File: src/rtl/lockloop_pkg.sv
package lockloop_pkg;
  typedef enum logic {MODE_NOMINAL = 1'b0, MODE_TRACK = 1'b1} mode_e;
endpackage

File: src/rtl/lockloop_pi.sv
module lockloop_pi #(
  parameter int DEV_W    = 16,
  parameter int KP_SHIFT = 2,
  parameter int KI_SHIFT = 4,
  parameter int INT_LIM  = 64,
  localparam int ERR_W   = DEV_W + 1,
  localparam int CORR_W  = ERR_W + 1
) (
  input  logic                     clk,
  input  logic                     rst,
  input  logic                     upd_i,
  input  logic                     track_i,
  input  logic signed [DEV_W-1:0]  freq_dev_i,
  input  logic signed [DEV_W-1:0]  phase_dev_i,
  output logic signed [CORR_W-1:0] corr_o
);
  logic signed [ERR_W-1:0] err, pterm, iterm, integ_q, integ_next;
  logic signed [ERR_W:0]   isum;

  always_comb begin
    err   = ERR_W'(freq_dev_i) + ERR_W'(phase_dev_i);
    pterm = err >>> KP_SHIFT;
    iterm = err >>> KI_SHIFT;
    isum  = CORR_W'(integ_q) + CORR_W'(iterm);
    if (isum > INT_LIM)        integ_next = ERR_W'(INT_LIM);
    else if (isum < -INT_LIM)  integ_next = ERR_W'(-INT_LIM);
    else                       integ_next = ERR_W'(isum);
    corr_o = CORR_W'(pterm) + CORR_W'(integ_next);
  end

  always_ff @(posedge clk) begin
    if (rst)                  integ_q <= '0;
    else if (upd_i && track_i) integ_q <= integ_next;
    else if (upd_i)           integ_q <= '0;
  end

  p_integ_sat_r3: assert property (@(posedge clk) disable iff (rst)
    (integ_q <= INT_LIM) && (integ_q >= -INT_LIM));
  p_integ_clear_r5: assert property (@(posedge clk) disable iff (rst)
    (upd_i && !track_i) |=> (integ_q == '0));
endmodule

File: src/rtl/lockloop_clamp.sv
module lockloop_clamp #(
  parameter int          ACC_W       = 16,
  parameter int          CORR_W      = 18,
  parameter int unsigned NOM_INC     = 1024,
  parameter int          CLAMP_SHIFT = 3,
  localparam int         SUM_W       = ACC_W + CORR_W + 1
) (
  input  logic signed [CORR_W-1:0] corr_i,
  output logic        [ACC_W-1:0]  inc_o
);
  localparam int unsigned DELTA = NOM_INC >> CLAMP_SHIFT;
  localparam logic signed [SUM_W-1:0] LO = SUM_W'(NOM_INC - DELTA);
  localparam logic signed [SUM_W-1:0] HI = SUM_W'(NOM_INC + DELTA);
  localparam logic signed [SUM_W-1:0] NOM = SUM_W'(NOM_INC);

  logic signed [SUM_W-1:0] raw;

  always_comb begin
    raw = NOM + SUM_W'(corr_i);
    if (raw > HI)      inc_o = ACC_W'(HI);
    else if (raw < LO) inc_o = ACC_W'(LO);
    else               inc_o = ACC_W'(raw);
  end
endmodule

File: src/rtl/lockloop_nco.sv
module lockloop_nco #(
  parameter int ACC_W = 16
) (
  input  logic             clk,
  input  logic             rst,
  input  logic [ACC_W-1:0] inc_i,
  output logic             tick_o
);
  logic [ACC_W-1:0] acc_q;
  logic [ACC_W:0]   nxt;

  assign nxt = {1'b0, acc_q} + {1'b0, inc_i};

  always_ff @(posedge clk) begin
    if (rst) begin
      acc_q  <= '0;
      tick_o <= 1'b0;
    end else begin
      acc_q  <= nxt[ACC_W-1:0];
      tick_o <= nxt[ACC_W];
    end
  end

  // increments stay below half the accumulator range, so wraps are never back to back
  p_tick_single_r7: assert property (@(posedge clk) disable iff (rst)
    tick_o |=> !tick_o);
endmodule

File: src/rtl/sampclk_lock_loop.sv
module sampclk_lock_loop #(
  parameter int          ACC_W       = 16,
  parameter int          DEV_W       = 16,
  parameter int unsigned NOM_INC     = 1024,
  parameter int          CLAMP_SHIFT = 3,
  parameter int          KP_SHIFT    = 2,
  parameter int          KI_SHIFT    = 4,
  parameter int          INT_LIM     = 64
) (
  input  logic                    clk,
  input  logic                    rst,
  input  logic                    upd_i,
  input  logic                    track_i,
  input  logic signed [DEV_W-1:0] freq_dev_i,
  input  logic signed [DEV_W-1:0] phase_dev_i,
  output logic [ACC_W-1:0]        inc_o,
  output logic                    tick_o
);
  import lockloop_pkg::*;
  localparam int CORR_W = DEV_W + 2;
  localparam logic [ACC_W-1:0] NOM_V = ACC_W'(NOM_INC);
  localparam logic [ACC_W-1:0] LO_V  = ACC_W'(NOM_INC - (NOM_INC >> CLAMP_SHIFT));
  localparam logic [ACC_W-1:0] HI_V  = ACC_W'(NOM_INC + (NOM_INC >> CLAMP_SHIFT));

  logic signed [CORR_W-1:0] corr;
  logic [ACC_W-1:0]         clamped, inc_q;
  mode_e                    mode_now;

  assign mode_now = track_i ? MODE_TRACK : MODE_NOMINAL;

  lockloop_pi #(.DEV_W(DEV_W), .KP_SHIFT(KP_SHIFT), .KI_SHIFT(KI_SHIFT),
                .INT_LIM(INT_LIM)) u_pi (
    .clk(clk), .rst(rst), .upd_i(upd_i), .track_i(track_i),
    .freq_dev_i(freq_dev_i), .phase_dev_i(phase_dev_i), .corr_o(corr));

  lockloop_clamp #(.ACC_W(ACC_W), .CORR_W(CORR_W), .NOM_INC(NOM_INC),
                   .CLAMP_SHIFT(CLAMP_SHIFT)) u_clamp (
    .corr_i(corr), .inc_o(clamped));

  always_ff @(posedge clk) begin
    if (rst) inc_q <= NOM_V;
    else if (upd_i) begin
      case (mode_now)
        MODE_TRACK:   inc_q <= clamped;
        default:      inc_q <= NOM_V;
      endcase
    end
  end

  lockloop_nco #(.ACC_W(ACC_W)) u_nco (
    .clk(clk), .rst(rst), .inc_i(inc_q), .tick_o(tick_o));

  assign inc_o = inc_q;

  p_reset_state_r1: assert property (@(posedge clk)
    rst |=> (inc_q == NOM_V) && !tick_o);
  p_inc_range_r4: assert property (@(posedge clk) disable iff (rst)
    (inc_q >= LO_V) && (inc_q <= HI_V));
  p_nominal_load_r5: assert property (@(posedge clk) disable iff (rst)
    (upd_i && !track_i) |=> (inc_q == NOM_V));
  p_hold_r6: assert property (@(posedge clk) disable iff (rst)
    !upd_i |=> $stable(inc_q));
endmodule

File: config.mk
export PLATFORM = sky130hd
export DESIGN_NAME = sampclk_lock_loop
export DESIGN_NICKNAME = d
export VERILOG_FILES = /design/src/rtl/lockloop_pkg.sv /design/src/rtl/lockloop_pi.sv /design/src/rtl/lockloop_clamp.sv /design/src/rtl/lockloop_nco.sv /design/src/rtl/sampclk_lock_loop.sv
export SDC_FILE = /design/constraint.sdc
export NUM_CORES = 1
export LEC_CHECK = 0
export ABC_AREA = 1
export CORE_MARGIN = 2
export CORE_UTILIZATION = 55
export CTS_CLUSTER_SIZE = 16
export DETAILED_ROUTE_END_ITERATION = 12
export PLACE_DENSITY = 0.85
export REMOVE_ABC_BUFFERS = 1
export SYNTH_ARGS = -nofsm -noshare
export SYNTH_HDL_FRONTEND = slang
export SYNTH_SLANG_ARGS = --single-unit
File: constraint.sdc
create_clock -name clk -period 16 [get_ports clk]
set_input_delay 1.6 -clock clk [delete_from_list [all_inputs] [get_ports clk]]
set_output_delay 1.6 -clock clk [all_outputs]
set_load 0.01 [all_outputs]
==> impl_metrics.ini, run 1 <==
[worst_setup_path]
start_kind = primary input
cp-end-kind = flop
crit_fanout = 12
path_common_cell = nand2_1
slowest_stage = xor2_1
path_class = in -> reg
crit_path_max_incr_delay_ps = 670
arrival_ps = 8400
required_ps = 16200

[placement]
io_buffer_count = 52
routabilityCongestion = 0.957
dpl.cell_count = 1113
hpwl_mm = 11.4
place_ws_ps = 7660

[sta]
period_share_pct = 51.3
max_freq_mhz = 122
holdWs_ps = 466
worst_pin_slew_ps = 1080
tns_ps = 0
setup_viol = 0
setup_slack_ps = 7800
final-max-slew-violation-count = 0
rsz0062_at_grt = false
hold_viol = 0
worst_clock_skew_ps = 15.3
max-slew-margin-rel_pct = 27.9
layout_min_cycle_time_ps = 8200

[cts]
cts_tree = yes
clk_pin_slew_worst_paths_ps = 100
postCtsSetupBuffers = 0
clock-root-buffer = clkbuf_8
cts_hold_repair.buffers = 0
cts.sinks = 50
htreeDepth = 2
cts_buffers = 5
clk_latency_ps = 310
cts_max_path_buffers = 2
cts-resized-gates = 0

[yosys]
yosysUniqueCellTypes = 43
synth_common_cells = nand2_1 (292), inv_1 (139), a21oi_1 (93)
synth_top_area_cell = nand2_1
ys_async_sr_fraction_pct = 0
yosysWarnings = 0
synth_seq_cells = 50
ys_top_cells_by_area = nand2_1 (19%), ha_1 (18%), dfxtp_1 (18%)
synth.most_common_cell = nand2_1
yosysSeqAreaShare_pct = 17.5
synth_top_area_share_pct = 19.2
synth_area_per_cell_sq_um = 6.10
synth_edf_count = 0
synth_cells = 936
synthFlopType = dfxtp_1
netlist_area_sq_um = 5710

[global_routing]
grt_pass1_vias = 5402
grt_pass1_wl_mm = 24.0
grt_start_max_net_pins = 38
grt-ovfl-total = 0
grtUsageTotal_pct = 25.6
antenna_found_initial = 0

[detailed_routing]
first_pass_iters = 7
drt_iter0_drc = 606
routed_wl_mm = 14.3
drcViolationCount = 0
wl_per_cell_um = 12.8
vias = 6061
ant_nets = 0
vias_per_cell = 5.41

[final_layout]
seq_area_sq_um = 1000
syn2layout_area_growth_pct = 12.8
n_antenna_cell = 0
finalNetCount = 1107
multi_input_area_sq_um = 4100
fin_cells = 1121
drive_gt1_share_pct = 3.65
fillCellCount = 958

[die]
die-width_um = 106
core_sq_um = 10200
fp-row-count = 37
die_area_sq_um = 11200
die_h_um = 106
start_util_pct = 56.1
ios = 53

[pwr]
p_leak_nw = 3.36
irDropWorstVdd_mv = 0.0828
p_per_area_nw_per_um2 = 131
power.total_uw = 840

[flow_run]
cap_violations = 0

[hold_path]
hold_path.class = reg -> reg

[status]
status = finished clean
[cells by family after synthesis]
logic type,share of synthesized area [%]
AND/OR/NAND/NOR,36.4
buffers and inverters,10.6
AO/OA/AOI/OAI,12.9
adder cells (fa/ha/maj),19.5
flip-flops,17.5
XOR/XNOR,3.07
[sequential cells by signal (all words and copies together), names as in the netlist]
name          flops
inc_o            16
u_nco.acc_q      16
u_nco.tick_o      1
u_pi.integ_q     17
[power by group]
part / switching [mW] / leakage (nW) / internal, mW
sequential: 0.00954 / 0.406 / 0.140
combinational: 0.395 / 2.91 / 0.216
clock: 0.0485 / 0.0441 / 0.0309
[worst paths after layout]
path / start / to / slack (ps) / cells past startpoint
max reg2reg: u_pi.integ_q[0]$_SDFFE_PP0P_ / inc_o[10]$_SDFFE_PP1P_ / 10920 / 33
max: freq_dev_i[1] / inc_o[10]$_SDFFE_PP1P_ / 7800 / 37
min: inc_o[12]$_SDFFE_PP0P_ / inc_o[12]$_SDFFE_PP0P_ / 470 / 2
min reg2reg: inc_o[12]$_SDFFE_PP0P_ / inc_o[12]$_SDFFE_PP0P_ / 470 / 2
[worst max-delay path, delay by kind of cell]
kind | cells | cell delay [ps]
buf+inv | 2 | 510
xor+xnor | 2 | 920
simple gates | 24 | 3090
fa+ha+maj | 5 | 1530
compound gates | 4 | 720
[metal layers]
layer | share of wire (%) | vias up | GRT usage (%) | wire [um]
li1 | - | 3142 | - | -
met1 | 48 | 2702 | 36.0 | 6800
met2 | 44 | 198 | 42.2 | 6260
met3 | 7.2 | 19 | 2.97 | 1030
met4 | 1.5 | 0 | 5.45 | 212
met5 | 0 | - | 0 | 0
[through the flow]
| step | utilization (%) | area (sq um) |
|---|---|---|
| after floorplan | - | 5650 |
| after global placement | 62.3 | 6350 |
| after detailed placement | 62.3 | 6350 |
| after CTS | 63.2 | 6440 |
| after global routing | 63.2 | 6440 |
| final | 63.2 | 6440 |
[layout make-up]
class	instances	area share, %
tap	136	2.64
sequential	50	15.5
inverter	146	8.51
timing repair buffer	53	8.20
clock inverter	3	0.330
multi-input combinational	728	63.7
clock buffer	5	1.07
[placed cells by master (no fill, tap or decap), types with 6 or more instances in the layout]
master / count
inv_1: 139
inv_2: 6
nand3_1: 62
o21ai_0: 18
ha_1: 84
nand2_2: 12
nand2_1: 292
xor2_1: 16
nand3b_1: 6
a21oi_1: 93
dfxtp_1: 50
nor3_1: 10
nor2_1: 66
nand4_1: 23
clkdlybuf4s50_1: 52
(Power assumes the default switching activity.)
==> inputs of run 2 (changes only) <==
- clock period: 16 -> 7.8 ns (I/O delays scaled with it)
==> impl_metrics.ini, run 2 (same netlist as run 1, synthesis figures left out) <==
[status]
status = finished clean

[worst_setup_path]
cp-end-kind = flop
crit_fanout = 12
slowest_stage = ha_1
arrival_ps = 7160
r2r-start = u_pi.integ_q[0]$_SDFFE_PP0P_
r2r-end = inc_o[10]$_SDFFE_PP1P_
r2r_cells = 33
start_kind = primary input
crit_path_max_incr_delay_ps = 430
required_ps = 8000
r2r_setup_slack_ps = 2720
path_class = in -> reg
path_common_cell = nand2_1

[global_routing]
antenna_found_initial = 0
grt_pass1_vias = 5229
met2_usage_pct = 41.2
grt_start_max_net_pins = 38
grt-ovfl-total = 0
top_usage_layer = met2
grtUsageTotal_pct = 25.3
grt_util_met1_pct = 36.5
met3_usage_pct = 2.84
grt_pass1_wl_mm = 23.7

[final_layout]
largest_register = u_pi.integ_q
largest_reg_flops = 17
drive_gt1_share_pct = 3.75
fin_cells = 1122
final_common_cell = nand2_1
layout_common_cells = nand2_1 (292), inv_1 (139), a21oi_1 (93)
finalNetCount = 1108
n_antenna_cell = 0
syn2layout_area_growth_pct = 12.9

[sta]
final-max-slew-violation-count = 0
max_freq_mhz = 144
worst_clock_skew_ps = 8.39
holdWs_ps = 465
period_share_pct = 89.3
setup_slack_ps = 836
hold_viol = 0
layout_min_cycle_time_ps = 6960
rsz0062_at_grt = false
max-slew-margin-rel_pct = 31.7
tns_ps = 0
worst_pin_slew_ps = 1020
setup_viol = 0

[detailed_routing]
first_pass_iters = 5
vias = 5966
routed_wl_mm = 13.9
vias_per_cell = 5.32
drt_iter0_drc = 459
wl_per_cell_um = 12.4
drcViolationCount = 0
ant_nets = 0

[die]
core_sq_um = 10200
fp-row-count = 37
die_area_sq_um = 11200
start_util_pct = 56.1
die_h_um = 106
die-width_um = 106
ios = 53

[cts]
cts.sinks = 50
clock-root-buffer = clkbuf_8
clk_latency_ps = 310
cts_tree = yes
clk_pin_slew_worst_paths_ps = 100
cts-resized-gates = 0
postCtsSetupBuffers = 0
cts_hold_repair.buffers = 0
htreeDepth = 2
cts_max_path_buffers = 2
cts_buffers = 5

[placement]
place_ws_ps = 615
io_buffer_count = 52
hpwl_mm = 11.4
dpl.cell_count = 1114
routabilityCongestion = 1.01

[hold_path]
hold_path.class = reg -> reg
min_from = inc_o[15]$_SDFFE_PP0P_
min_path_cells = 2
min_to = inc_o[15]$_SDFFE_PP0P_

[pwr]
irDropWorstVdd_mv = 0.156
p_per_area_nw_per_um2 = 265
p_leak_nw = 3.37
power.total_mw = 1.71

[flow_run]
cap_violations = 0
[run 2: changes by cell type in the layout (fill, tap and decap cells not counted), sizes merged]
cell / change
buf: +1
[run 2: per-stage QoR]
step,cell area (sq um),utilization [%]
detailed placement,6360,62.4
global placement,6360,62.4
CTS,6450,63.3
finish,6450,63.3
floorplan,5650,-
global route,6450,63.3
[run 2: power breakdown]
| part | switching [mW] | internal (mW) |
|---|---|---|
| Clock | 0.0978 | 0.0634 |
| Sequential | 0.0181 | 0.288 |
| Combinational | 0.797 | 0.446 |
[run 2: metal layers]
metal	wire length [um]	vias to the layer above
met5	0	-
met4	178	0
met3	834	19
met2	6120	150
met1	6810	2652
li1	-	3145
[run 2: cell type report]
cell class / instances / area, sq um
clock buffers: 5 / 68.8
clock inverters: 3 / 21.3
fillers: 967 / 3740
inverters: 146 / 548
multi-input cells: 728 / 4100
flip-flops and latches: 50 / 1000
well taps: 136 / 170
repair buffers: 54 / 536
[run 2: worst max-delay path: cells and delay by family]
kind	cells	cell delay, ps
simple gates	24	2960
fa+ha+maj	5	1620
compound gates	4	730
buf+inv	3	700
xor+xnor	2	350
[run 2: how the worst max path moves through the flow]
stage | start | to | slack, ps | depth (start not counted)
after floorplan | freq_dev_i[1] | inc_o[10]$_SDFFE_PP1P_ | 1760 | 41
after global placement | freq_dev_i[1] | inc_o[10]$_SDFFE_PP1P_ | 700 | 42
after detailed placement | phase_dev_i[1] | inc_o[10]$_SDFFE_PP1P_ | 610 | 42
after CTS | phase_dev_i[1] | inc_o[5]$_SDFFE_PP0P_ | 920 | 36
after global routing | phase_dev_i[1] | inc_o[10]$_SDFFE_PP1P_ | 200 | 42
final | phase_dev_i[1] | inc_o[10]$_SDFFE_PP1P_ | 840 | 38
